<file path="src/rtl/pipe_alu_pkg.sv">
package pipe_alu_pkg;

  localparam int FUNC_W = 3;
  localparam int SEL_W  = 2;
  localparam int NSRC   = 1 << SEL_W;

  typedef enum logic [FUNC_W-1:0] {
    FN_CLEAR  = 3'd0,
    FN_SMR    = 3'd1,
    FN_RMS    = 3'd2,
    FN_ADD    = 3'd3,
    FN_XOR    = 3'd4,
    FN_OR     = 3'd5,
    FN_AND    = 3'd6,
    FN_PRESET = 3'd7
  } aluFunc_e;

  typedef enum logic [2:0] {
    LOP_ZERO,
    LOP_XOR,
    LOP_OR,
    LOP_AND,
    LOP_ONES
  } logicOp_e;

  // Strobes from control to datapath
  typedef struct packed {
    logic            arith;   // adder result and flags are used
    logic            invR;    // complement side R before the adder
    logic            invS;    // complement side S before the adder
    logic            cinEn;   // carryIn takes part
    logicOp_e        lop;     // non-arithmetic result select
    logic [NSRC-1:0] rPick;   // one-hot source for side R
    logic [NSRC-1:0] sPick;   // one-hot source for side S
    logic            holdA;
    logic            holdB;
    logic            holdF;
  } aluStrobes_t;

endpackage

</file>
<file path="src/rtl/pipe_alu_ctrl.sv">
module pipe_alu_ctrl
  import pipe_alu_pkg::*;
(
  input  logic [FUNC_W-1:0] func,
  input  logic [SEL_W-1:0]  selR,
  input  logic [SEL_W-1:0]  selS,
  input  logic              regA,
  input  logic              regB,
  input  logic              regF,
  output aluStrobes_t       strobe
);

  always_comb begin
    strobe       = '0;
    strobe.lop   = LOP_ZERO;
    strobe.rPick = NSRC'(1) << selR;
    strobe.sPick = NSRC'(1) << selS;
    strobe.holdA = regA;
    strobe.holdB = regB;
    strobe.holdF = regF;
    case (aluFunc_e'(func))
      FN_CLEAR:  strobe.lop = LOP_ZERO;
      FN_SMR: begin
        strobe.arith = 1'b1;
        strobe.invR  = 1'b1;
        strobe.cinEn = 1'b1;
      end
      FN_RMS: begin
        strobe.arith = 1'b1;
        strobe.invS  = 1'b1;
        strobe.cinEn = 1'b1;
      end
      FN_ADD: begin
        strobe.arith = 1'b1;
        strobe.cinEn = 1'b1;
      end
      FN_XOR:    strobe.lop = LOP_XOR;
      FN_OR:     strobe.lop = LOP_OR;
      FN_AND:    strobe.lop = LOP_AND;
      FN_PRESET: strobe.lop = LOP_ONES;
      default:   strobe.lop = LOP_ZERO;
    endcase
  end

endmodule

</file>
<file path="src/rtl/pipe_alu_datapath.sv">
module pipe_alu_datapath
  import pipe_alu_pkg::*;
#(
  parameter int WIDTH   = 16,
  parameter int GROUP_W = 4
) (
  input  logic             clk,
  input  logic             rst,
  input  aluStrobes_t      strobe,
  input  logic [WIDTH-1:0] opA,
  input  logic [WIDTH-1:0] opB,
  input  logic             carryIn,
  input  logic             outEn,
  output logic [WIDTH-1:0] resF,
  output logic             resValid,
  output logic             carryOut,
  output logic             grpProp,
  output logic             grpGen
);

  localparam int NGROUP = WIDTH / GROUP_W;

  logic [WIDTH-1:0] aReg, bReg, fReg;
  logic             coReg, pReg, gReg;
  logic [WIDTH-1:0] aIn, bIn;
  logic [WIDTH-1:0] srcBus [NSRC];
  logic [WIDTH-1:0] rOp, sOp, xOp, yOp;
  logic [WIDTH-1:0] bitP, bitG, bitX, sumBits;
  logic [NGROUP-1:0] groupP, groupG;
  logic [NGROUP:0]   cGrp;
  logic              cinEff, pAll, gAll;
  logic [WIDTH-1:0]  aluRes;
  logic              aluCo, aluP, aluG;

  // Operand bypass selection
  assign aIn = strobe.holdA ? aReg : opA;
  assign bIn = strobe.holdB ? bReg : opB;

  assign srcBus[0] = aIn;
  assign srcBus[1] = bIn;
  assign srcBus[2] = fReg;
  assign srcBus[3] = '0;

  // One-hot AND-OR routing onto both ALU sides
  always_comb begin
    rOp = '0;
    sOp = '0;
    for (int i = 0; i < NSRC; i++) begin
      if (strobe.rPick[i]) rOp = rOp | srcBus[i];
      if (strobe.sPick[i]) sOp = sOp | srcBus[i];
    end
  end

  assign xOp    = strobe.invR ? ~rOp : rOp;
  assign yOp    = strobe.invS ? ~sOp : sOp;
  assign bitP   = xOp | yOp;
  assign bitG   = xOp & yOp;
  assign bitX   = xOp ^ yOp;
  assign cinEff = strobe.cinEn & carryIn;

  // Per-group look-ahead terms and in-group ripple
  for (genvar k = 0; k < NGROUP; k++) begin : g_grp
    logic [GROUP_W:0] cLocal;
    logic [GROUP_W:0] gLocal;
    always_comb begin
      cLocal[0] = cGrp[k];
      gLocal[0] = 1'b0;
      for (int j = 0; j < GROUP_W; j++) begin
        cLocal[j+1] = bitG[k*GROUP_W+j] | (bitP[k*GROUP_W+j] & cLocal[j]);
        gLocal[j+1] = bitG[k*GROUP_W+j] | (bitP[k*GROUP_W+j] & gLocal[j]);
      end
    end
    assign groupP[k] = &bitP[k*GROUP_W +: GROUP_W];
    assign groupG[k] = gLocal[GROUP_W];
    assign sumBits[k*GROUP_W +: GROUP_W] =
      bitX[k*GROUP_W +: GROUP_W] ^ cLocal[GROUP_W-1:0];
  end

  // Carries between groups and whole-word propagate/generate
  always_comb begin
    cGrp[0] = cinEff;
    gAll    = 1'b0;
    for (int k = 0; k < NGROUP; k++) begin
      cGrp[k+1] = groupG[k] | (groupP[k] & cGrp[k]);
      gAll      = groupG[k] | (groupP[k] & gAll);
    end
    pAll = &groupP;
  end

  // Result selection
  always_comb begin
    aluCo = 1'b0;
    aluP  = 1'b0;
    aluG  = 1'b0;
    if (strobe.arith) begin
      aluRes = sumBits;
      aluCo  = cGrp[NGROUP];
      aluP   = pAll;
      aluG   = gAll;
    end else begin
      case (strobe.lop)
        LOP_XOR:  aluRes = rOp ^ sOp;
        LOP_OR:   aluRes = rOp | sOp;
        LOP_AND:  aluRes = rOp & sOp;
        LOP_ONES: aluRes = '1;
        default:  aluRes = '0;
      endcase
    end
  end

  // Port registers load every edge; the mode bits only choose the tap
  always_ff @(posedge clk) begin
    if (rst) begin
      aReg  <= '0;
      bReg  <= '0;
      fReg  <= '0;
      coReg <= 1'b0;
      pReg  <= 1'b0;
      gReg  <= 1'b0;
    end else begin
      aReg  <= opA;
      bReg  <= opB;
      fReg  <= aluRes;
      coReg <= aluCo;
      pReg  <= aluP;
      gReg  <= aluG;
    end
  end

  logic [WIDTH-1:0] fOut;
  assign fOut     = strobe.holdF ? fReg  : aluRes;
  assign carryOut = strobe.holdF ? coReg : aluCo;
  assign grpProp  = strobe.holdF ? pReg  : aluP;
  assign grpGen   = strobe.holdF ? gReg  : aluG;
  assign resF     = outEn ? fOut : '0;
  assign resValid = outEn;

endmodule

</file>
<file path="src/rtl/pipe_alu.sv">
module pipe_alu
  import pipe_alu_pkg::*;
#(
  parameter int WIDTH   = 16,
  parameter int GROUP_W = 4
) (
  input  logic              clk,
  input  logic              rst,
  input  logic [WIDTH-1:0]  opA,
  input  logic [WIDTH-1:0]  opB,
  input  logic              carryIn,
  input  logic [FUNC_W-1:0] func,
  input  logic [SEL_W-1:0]  selR,
  input  logic [SEL_W-1:0]  selS,
  input  logic              regA,
  input  logic              regB,
  input  logic              regF,
  input  logic              outEn,
  output logic [WIDTH-1:0]  resF,
  output logic              resValid,
  output logic              carryOut,
  output logic              grpProp,
  output logic              grpGen
);

  aluStrobes_t strobe;

  pipe_alu_ctrl u_ctrl (
    .func   (func),
    .selR   (selR),
    .selS   (selS),
    .regA   (regA),
    .regB   (regB),
    .regF   (regF),
    .strobe (strobe)
  );

  pipe_alu_datapath #(
    .WIDTH   (WIDTH),
    .GROUP_W (GROUP_W)
  ) u_dp (
    .clk      (clk),
    .rst      (rst),
    .strobe   (strobe),
    .opA      (opA),
    .opB      (opB),
    .carryIn  (carryIn),
    .outEn    (outEn),
    .resF     (resF),
    .resValid (resValid),
    .carryOut (carryOut),
    .grpProp  (grpProp),
    .grpGen   (grpGen)
  );

endmodule

</file>
<file path="config.mk">
export PLATFORM = sky130hd
export DESIGN_NAME = pipe_alu
export DESIGN_NICKNAME = d
export VERILOG_FILES = /design/src/rtl/pipe_alu_pkg.sv /design/src/rtl/pipe_alu_ctrl.sv /design/src/rtl/pipe_alu_datapath.sv /design/src/rtl/pipe_alu.sv
export SDC_FILE = /design/constraint.sdc
export NUM_CORES = 1
export LEC_CHECK = 0
export BUFFER_PORTS_ARGS = -buffer_cell sky130_fd_sc_hd__buf_4
export CAP_MARGIN = 0
export CORE_AREA = 2 2 96 121
export CTS_BUF_LIST = sky130_fd_sc_hd__clkbuf_8 sky130_fd_sc_hd__clkbuf_16
export DETAILED_ROUTE_END_ITERATION = 16
export DIE_AREA = 0 0 98 123
export GPL_ROUTABILITY_DRIVEN = 1
export PLACE_DENSITY = 0.84
export SLEW_MARGIN = 0
export SYNTH_ARGS = -nofsm -noshare
export SYNTH_HDL_FRONTEND = slang
export SYNTH_SLANG_ARGS = --single-unit
</file>
<file path="constraint.sdc">
create_clock -name clk -period 3.75 [get_ports clk]
set_input_delay 0 -clock clk [delete_from_list [all_inputs] [get_ports clk]]
set_output_delay 0 -clock clk [all_outputs]
set_load 0.02 [all_outputs]
</file>
==> flow_metrics.tcl, run 1 <==
set metrics [dict create \
    outcome "finished with violations" \
    violations "negative setup slack" \
    synthCells 626 \
    reg2reg_to "u_dp.fReg[11]" \
    cts_root_buf "clkbuf_16" \
    tightest_slew_ns 0.950 \
    hold_viol_final 0 \
    layout_common_cells "148 x buf_4, 57 x ha_1, 52 x nor2_1, 48 x dfxtp_1, 42 x inv_1" \
    utilization 0.681 \
    endpoint_kind "primary output" \
    fmax_ghz 0.211 \
    drive_above_1_share 0.381 \
    syn-cell-area_um2 5350 \
    first_iter_violations 931 \
    tritoncts "yes" \
    fin_worst_skew_ns 0.0165 \
    synth_area_leaders "dfxtp_1 19%, ha_1 15%, xor2_1 5.7%" \
    first_pass_iters 6 \
    hold_start "rst" \
    hold_path_depth 2 \
    min_to "u_dp.aReg[2]" \
    syn_nets 748 \
    syn_to_final_growth_pct 38.9 \
    yosysSeqAreaShare 0.191 \
    antenna_found_initial 0 \
    clkSinkCount 51 \
    setup_viol 21 \
    die_x_um 98 \
    yosys.area_share.simple 0.130 \
    preCtsSetupSlack_ns -0.427 \
    synth-seq-cells 51 \
    hp-class "in -> reg" \
    clkSlewWorstSetupHoldPaths_ns 0.07 \
    cts_buffers 5 \
    synth_top_family_by_area "compound AO/OA/AOI/OAI gates" \
    rr_worst_depth 19 \
    required_ns 3.75 \
    die_area_um2 12100 \
    place_hpwl_um 11600 \
    core_um2 10900 \
    nets 901 \
    cp.arrival_ns 4.75 \
    synth-adder-area-share 0.194 \
    fin_total_pwr_mw 2.55 \
    leakagePower_nw 3.35 \
    drc_errors 0 \
    drv_cap 0 \
    clock_path_buffers 2 \
    layoutNonFillerInstCount 915 \
    drv_slew 0 \
    criticalPathCategory "reg -> out" \
    insertion_delay_ns 0.31 \
    overflow 0 \
    dp_cells 848 \
    drt.antenna.violating_nets 0 \
    final_common_cell "buf_4" \
    yosysTopAreaCellShare 0.191 \
    grt_max_degree 50 \
    min_period_over_period 1.27 \
    track_usage 0.324 \
    vias 6048 \
    slew_headroom 0.366 \
    synth-compound-area-share 0.214 \
    fin_crit_ns 4.75 \
    p_per_area_nw_per_um2 343 \
    ioPinCount 66 \
    r2r_start "u_dp.aReg[4]" \
    routabilityCongestion 0.986 \
    start_util 0.490 \
    synthMuxAreaShare 0.0837 \
    synth_cell_type_count 46 \
    h-tree-depth 2 \
    io_buffers 65 \
    viasPerCell 6.61 \
    routed_wirelength_um 22500 \
    yosysTopAreaCell "dfxtp_1" \
    grt_pass1_vias 5920 \
    worstPathMaxFanout 3 \
    rrSetupSlack_ns -0.65 \
    ir_worst_vdd_mv 0.266 \
    synth_xor_area_frac 0.111 \
    rows 43 \
    whs_ns 0.196 \
    diodes 0 \
    wl_per_cell_um 24.6 \
    grt_pass1_wl_um 30800 \
    synth.avg_cell_area_um2 8.55 \
    nFillCells 667 \
    startpoint_type "flop" \
    rsz0062_at_grt "yes" \
    fin_ws_ns -0.996 \
    yosysWarnings 0 \
    chipHeight_um 123 \
]
==> cell usage after synthesis (all sizes together) <==
library cell / n
a211oi: 32
a21boi: 1
a21o: 1
a21oi: 66
a221oi: 1
a31oi: 6
and2: 1
and4bb: 1
buf: 29
clkbuf: 19
dfxtp: 51
fa: 12
ha: 64
inv: 43
mux2: 16
mux2i: 23
nand2: 6
nand2b: 8
nand3: 1
nand4: 1
nor2: 62
nor2b: 45
nor3: 8
nor3b: 1
nor4: 3
o211ai: 2
o21ai: 24
o21ba: 8
o221ai: 5
o22a: 7
o22ai: 4
o311ai: 1
o31a: 2
o31ai: 1
o41ai: 1
or2: 1
or4: 1
xnor2: 33
xor2: 35
==> critical path, cell delays in order, from the launching register on <==
cell and delay [ns]:
dfxtp_1 0.31, mux2_1 0.33, nor2_1 0.15, a211oi_2 0.10, a21oi_2 0.25, xor2_2 0.15
ha_1 0.29, nor4_4 0.27, nand4_1 0.16, o311ai_2 0.12, nor2_2 0.11, buf_4 0.15
fa_2 0.35, fa_2 0.39, fa_2 0.38, xor2_1 0.16, nor2_1 0.08, a31oi_1 0.18
o22ai_1 0.14, o21ba_2 0.23, buf_6 0.13
==> flip-flops by register name (all words and copies together) (netlist names) <==
register	cells
u_dp.gReg	1
u_dp.fReg	16
u_dp.bReg	16
u_dp.pReg	1
u_dp.aReg	16
u_dp.coReg	1
==> final cells by class <==
class	instances	area, µm²	share of cell area
inverters	43	161	0.0217
repair buffers	194	1670	0.224
multi-input cells	484	4220	0.568
well taps	135	169	0.0227
clock buffers	5	125	0.0168
clock inverters	3	63.8	0.00858
flip-flops and latches	51	1020	0.138
==> per-stage QoR <==
stage / setup TNS, ns / cell area, µm²
floorplan: 0 / 5450
global placement: -1.31 / 6510
detailed placement: -3.47 / 6510
CTS: -2.79 / 7280
global route: -11.78 / 7430
finish: -8.79 / 7430
==> power breakdown <==
part | switching [mW] | leakage (nW) | internal [mW]
Sequential | 0.0457 | 0.424 | 0.586
Clock | 0.226 | 0.0952 | 0.381
Combinational | 0.719 | 2.84 | 0.590
==> routing by layer <==
layer	up-vias	global-route usage	part of all wire	routed length [µm]
met2	593	0.569	0.46	10500
met3	239	0.0605	0.11	2440
li1	2417	-	-	-
met4	0	0.217	0.091	2060
met5	-	0	0	0
met1	2799	0.358	0.34	7560
==> worst max path at each step <==
stage            startpoint             to  slack [ns]  cells past startpoint
6_report       u_dp.aReg[4]       resF[11]        -1.0                     20
5_1_grt        u_dp.aReg[4]       resF[11]       -1.21                     20
4_1_cts        u_dp.aReg[7]       resF[15]       -0.49                     23
3_5_place_dp   u_dp.aReg[1]       resF[15]       -0.43                     22
3_3_place_gp   u_dp.aReg[7]       resF[15]       -0.24                     22
2_1_floorplan  u_dp.aReg[5]  u_dp.fReg[15]       0.004                     21
==> logic make-up after synthesis <==
kind of cell / count (synthesis)
AOI/OAI and AO/OA: 162
and+or+nand+nor: 139
buffers and inverters: 91
muxes: 39
xor gates and xnor gates: 68
DFF: 51
adders and majority gates: 76
==> repair_timing <==
item                                    4_1_cts  5_1_grt
cloned                                        0        0
hold buffers                                 32        0
hold endpoints to repair                     32        0
endpoints found under the setup margin       15       20
setup buffers                                19        8
pin swaps                                    33       17
gates resized for setup                      38       24
Power figures use the tool's default switching activity.
==> inputs of run 2 (changes only) <==
--- a/config.mk
+++ b/config.mk
@@ -12,7 +12,7 @@
 export DETAILED_ROUTE_END_ITERATION = 16
 export DIE_AREA = 0 0 98 123
 export GPL_ROUTABILITY_DRIVEN = 1
-export PLACE_DENSITY = 0.84
+export PLACE_DENSITY_LB_ADDON = 0.05
 export SLEW_MARGIN = 0
 export SYNTH_ARGS = -nofsm -noshare
 export SYNTH_HDL_FRONTEND = slang
==> run 2 against run 1 <==
Compared with the run above:
- worst setup slack gained 0.54 ns
- critical path depth is 2 higher
- largest cell class unchanged
- combinational power decreased by 9.9%
- sequential share of layout area decreased by 0.12 points
- flip-flop and latch count is the same
- the flow still finishes with violations (negative setup slack)
- highest routed layer unchanged
==> flow_metrics.tcl, run 2 (synthesis results as in run 1) <==
set metrics [dict create \
    grt_pass1_wl_um 24700 \
    layout_common_cells "159 x buf_4, 56 x ha_1, 50 x dfxtp_1, 49 x nor2_1, 42 x inv_1" \
    sequentialPowerShare 0.271 \
    viasPerCell 5.35 \
    whs_ns 0.177 \
    criticalPathCategory "reg -> out" \
    p_int_mw 1.42 \
    overflow 0 \
    syn_to_final_growth_pct 39.7 \
    cp.arrival_ns 4.21 \
    track_usage 0.256 \
    p_sw_frac 0.376 \
    hp-class "in -> reg" \
    clock_path_buffers 2 \
    rsz0062_at_grt "yes" \
    preCtsSetupSlack_ns -0.408 \
    fin_crit_ns 4.21 \
    nets 907 \
    clkSinkCount 51 \
    leakagePower_nw 3.38 \
    fin_ws_ns -0.459 \
    clkSlewWorstSetupHoldPaths_ns 0.08 \
    drc_errors 0 \
    rows 43 \
    place_hpwl_um 11300 \
    p_switching_mw 0.857 \
    comb_power_share 0.519 \
    cp_common_cell "fa_2" \
    hold_start "rst" \
    start_util 0.490 \
    grt_max_degree 50 \
    layoutNonFillerInstCount 921 \
    path_cells "mux2_4 > nor2_1 > a211oi_1 > a21oi_2 > xor2_2 > ha_2 > nor4_4 > nand4_1 > o311ai_4 > nor2_4 > o211ai_1 > fa_2 > inv_2 > fa_2 > inv_2 > fa_2 > xnor2_2 > nor2_1 > a31oi_1 > o22ai_1 > o21ba_2 > buf_6" \
    reg2reg_to "u_dp.fReg[11]" \
    cts_buffers 5 \
    multi_input_area_um2 4320 \
    routabilityCongestion 0.900 \
    first_pass_iters 4 \
    hold_viol_final 0 \
    slowest_stage "fa_2" \
    clkPwrFrac 0.210 \
    reg_top3 "u_dp.aReg x16, u_dp.bReg x16, u_dp.fReg x16" \
    fmax_ghz 0.238 \
    slew_headroom 0.471 \
    first_iter_violations 204 \
    wl_per_cell_um 16.5 \
    required_ns 3.75 \
    routed_wirelength_um 15200 \
    r2r_start "u_dp.aReg[6]" \
    grt_pass1_vias 5032 \
    fin_worst_skew_ns 0.00696 \
    slowest_delay_ns 0.35 \
    drive_above_1_share 0.393 \
    startpoint_type "flop" \
    rrSetupSlack_ns -0.28 \
    hold_path_depth 2 \
    core_um2 10900 \
    drv_cap 0 \
    min_to "u_dp.fReg[4]" \
    ioPinCount 66 \
    tightest_slew_ns 0.793 \
    drt.antenna.violating_nets 0 \
    p_per_area_nw_per_um2 305 \
    min_period_over_period 1.12 \
    drv_slew 0 \
    diodes 0 \
    outcome "finished with violations" \
    die_area_um2 12100 \
    die_x_um 98 \
    vias 4927 \
    chipHeight_um 123 \
    antenna_found_initial 0 \
    io_buffers 65 \
    register_area_um2 1020 \
    tritoncts "yes" \
    rr_worst_depth 20 \
    nFillCells 880 \
    cts_root_buf "clkbuf_16" \
    insertion_delay_ns 0.31 \
    final_common_cell "buf_4" \
    violations "negative setup slack" \
    h-tree-depth 2 \
    ir_worst_vdd_mv 0.243 \
    dp_cells 855 \
    worstPathMaxFanout 3 \
    fin_total_pwr_mw 2.28 \
    endpoint_kind "primary output" \
    setup_viol 12 \
]
[run 2: cell types whose count changed in the layout (fill, tap and decap cells not counted), moves of 3 or more]
cell,delta
buf_4,+11
a21oi_2,-4
buf_12,-4
mux2_4,+4
nor2_4,+4
nor2_1,-3
[run 2: power by group through the flow]
| stage | combinational, mW | clock, mW | sequential, mW |
|---|---|---|---|
| finish | 1.18 | 0.479 | 0.618 |
| global route | 1.30 | 0.510 | 0.622 |
| CTS | 1.14 | 0.490 | 0.617 |
| detailed placement | 1.02 | 0 | 0.629 |
| global placement | 0.984 | 0 | 0.627 |
| floorplan | 0.665 | 0 | 0.622 |
[run 2: per-layer routing]
metal,part of all wire,global-route usage
met5,0,0
met4,0.019,0.0799
met3,0.042,0.0283
met2,0.50,0.454
met1,0.44,0.326
[run 2: per-stage QoR]
stage | TNS [ns] | utilization | instance area [µm²]
finish | -2.94 | 0.685 | 7480
detailed placement | -3.38 | 0.597 | 6520
global placement | -2.46 | 0.597 | 6520
CTS | -2.60 | 0.669 | 7300
floorplan | 0 | - | 5450
global route | -5.74 | 0.685 | 7480
[run 2: worst max path at each step]
stage / from / end / slack, ns / depth (start not counted)
4_1_cts: u_dp.aReg[7] / resF[15] / -0.46 / 23
5_1_grt: u_dp.aReg[1] / resF[15] / -0.70 / 22
6_report: u_dp.aReg[6] / resF[15] / -0.46 / 22
3_3_place_gp: u_dp.aReg[4] / resF[15] / -0.32 / 22
3_5_place_dp: u_dp.aReg[4] / resF[15] / -0.41 / 22
2_1_floorplan: u_dp.aReg[5] / u_dp.fReg[15] / 0.004 / 21
[run 2: cell type report]
| cell class | instances | area share |
|---|---|---|
| Multi-Input combinational cell | 484 | 0.578 |
| Timing Repair Buffer | 200 | 0.222 |
| Sequential cell | 51 | 0.137 |
| Tap cell | 135 | 0.0226 |
| Inverter | 43 | 0.0216 |
| Clock buffer | 5 | 0.0167 |
| Clock inverter | 3 | 0.00268 |
[run 2: timing repair]
action	4_1_cts	5_1_grt
resized for setup	46	32
pin swaps	42	14
setup endpoints to repair	15	18
buffers inserted	20	7
hold endpoints to repair	32	0
hold buffers	32	0
[run 2: critical path, delay by kind of cell, from the launching register on]
kind            cells  cell delay [ns]
compound gates      7             1.25
fa+ha+maj           4             1.00
simple gates        5             0.65
xor+xnor            2             0.31
mux                 1             0.14
flops               1             0.31
buf+inv             3             0.24
==> inputs of run 3 (changes only) <==
--- a/config.mk
+++ b/config.mk
@@ -13,6 +13,7 @@
 export DIE_AREA = 0 0 98 123
 export GPL_ROUTABILITY_DRIVEN = 1
 export PLACE_DENSITY_LB_ADDON = 0.05
+export RECOVER_POWER = 50
 export SLEW_MARGIN = 0
 export SYNTH_ARGS = -nofsm -noshare
 export SYNTH_HDL_FRONTEND = slang
==> run 3 against run 2 <==
Compared with the run above:
- the run still ends with negative setup slack left
- register-to-register slack about the same
- non-clock buffer count stayed put
- worst setup slack got worse by 0.014 ns
- via count increased by 0.20%
- wire length is 0.16% higher
- global-route usage stayed put
- first-iteration DRC count grew 25%
- core utilization down 0.24 points
- cell count did not move
- clock power hardly changed
- count of clock-buffer cells in the layout is the same
- critical path depth did not move
- critical path type unchanged
- critical endpoint unchanged
==> flow_metrics.tcl, run 3 (synthesis results as in run 1) <==
set metrics [dict create \
    first_iter_violations 254 \
    hold_viol_final 0 \
    p_per_area_nw_per_um2 305 \
    cts_buffers 5 \
    drc_errors 0 \
    crit_start "u_dp.aReg[6]" \
    rows 43 \
    p_switching_mw 0.855 \
    rsz0062_at_grt "yes" \
    hp-class "in -> reg" \
    drv_cap 0 \
    fin_total_pwr_mw 2.27 \
    diodes 0 \
    grt_pass1_vias 5032 \
    clkSlewWorstSetupHoldPaths_ns 0.08 \
    drt.antenna.violating_nets 0 \
    die_area_um2 12100 \
    chipHeight_um 123 \
    clkPwrFrac 0.209 \
    criticalPathCategory "reg -> out" \
    place_hpwl_um 11300 \
    worstPathMaxFanout 3 \
    preCtsSetupSlack_ns -0.408 \
    leakagePower_nw 3.36 \
    antenna_found_initial 0 \
    start_util 0.490 \
    p_int_mw 1.42 \
    nets 907 \
    track_usage 0.256 \
    drive_above_1_share 0.384 \
    first_pass_iters 5 \
    r2r_start "u_dp.aReg[6]" \
    layout_common_cells "132 x buf_4, 56 x ha_1, 50 x dfxtp_1, 49 x nor2_1, 42 x inv_1" \
    drv_slew 0 \
    die_x_um 98 \
    required_ns 3.75 \
    reg_top3 "u_dp.aReg x16, u_dp.bReg x16, u_dp.fReg x16" \
    vias 4937 \
    hold_start "rst" \
    io_buffers 65 \
    clock_path_buffers 2 \
    overflow 0 \
    h-tree-depth 2 \
    syn_to_final_growth_pct 39.2 \
    insertion_delay_ns 0.30 \
    fin_worst_skew_ns 0.00705 \
    comb_power_share 0.519 \
    fin_crit_ns 4.22 \
    routed_wirelength_um 15200 \
    slew_headroom 0.471 \
    ir_worst_vdd_mv 0.242 \
    setup_viol 13 \
    sequentialPowerShare 0.272 \
    outcome "finished with violations" \
    grt_max_degree 50 \
    viasPerCell 5.36 \
    core_um2 10900 \
    violations "negative setup slack" \
    nFillCells 890 \
    tritoncts "yes" \
    grt_pass1_wl_um 24700 \
    min_period_over_period 1.13 \
    cp.arrival_ns 4.22 \
    fmax_ghz 0.237 \
    wl_per_cell_um 16.5 \
    fin_ws_ns -0.474 \
    tightest_slew_ns 0.793 \
    final_common_cell "buf_4" \
    ioPinCount 66 \
    startpoint_type "flop" \
    routabilityCongestion 0.900 \
    endpoint_kind "primary output" \
    clkSinkCount 51 \
    cts_root_buf "clkbuf_16" \
    p_sw_frac 0.376 \
]
## run 3: area by class of cell
class / instances / area [µm²] / share of cell area
multi-input combinational: 484 / 4320 / 0.580
timing repair buffer: 200 / 1630 / 0.219
sequential: 51 / 1020 / 0.137
tap: 135 / 169 / 0.0227
inverter: 43 / 161 / 0.0217
clock buffer: 5 / 125 / 0.0168
clock inverter: 3 / 20.0 / 0.00269
## run 3: final timing paths
path	endpoint	cells past startpoint	slack (ns)
max	resF[15]	22	-0.47
max reg2reg	u_dp.fReg[11]	20	-0.29
min	u_dp.fReg[4]	2	0.18
min reg2reg	u_dp.fReg[8]	6	1.03
## run 3: routing by layer
metal | GRT usage | share of wire
met1 | 0.326 | 0.44
met5 | 0 | 0
met2 | 0.454 | 0.50
met4 | 0.0799 | 0.018
met3 | 0.0283 | 0.045
## run 3: power groups by stage
stage | clock, mW | sequential, mW | combinational (mW)
final | 0.476 | 0.619 | 1.18
after global routing | 0.510 | 0.622 | 1.30
after CTS | 0.490 | 0.617 | 1.14
after detailed placement | 0 | 0.629 | 1.02
after global placement | 0 | 0.627 | 0.984
after floorplan | 0 | 0.622 | 0.665
## run 3: timing repair
action / 4_1_cts / 5_1_grt
hold buffers: 32 / 0
gates resized for setup: 46 / 32
setup endpoints to repair: 15 / 18
endpoints found under the hold margin: 32 / 0
pin swaps: 42 / 14
setup buffers: 20 / 7
## run 3: metrics by stage
| stage | instances | setup TNS (ns) | hold WS (ns) | area, µm² | utilization |
|---|---|---|---|---|---|
| 6_report | 921 | -3.07 | 0.180 | 7450 | 0.682 |
| 5_1_grt | 921 | -5.74 | 0.203 | 7450 | 0.682 |
| 4_1_cts | 915 | -2.60 | 0.167 | 7300 | 0.669 |
| 3_5_place_dp | 855 | -3.38 | 0.226 | 6520 | 0.597 |
| 3_3_place_gp | 855 | -2.46 | 0.220 | 6520 | 0.597 |
| 2_1_floorplan | 626 | 0 | 0.110 | 5450 | - |
## run 3: critical path: stages (launching register included)
cell,delay [ns]
dfxtp_1,0.30
mux2_4,0.25
nor2_1,0.13
a211oi_1,0.08
a21oi_2,0.23
buf_4,0.17
xnor2_1,0.06
ha_1,0.23
a21oi_2,0.22
o311ai_4,0.15
nor2_4,0.15
o211ai_1,0.12
fa_2,0.35
inv_2,0.07
fa_2,0.20
inv_2,0.04
fa_2,0.34
xnor2_2,0.13
nor2_1,0.05
a31oi_1,0.16
o22ai_1,0.12
o21ba_2,0.25
buf_6,0.13
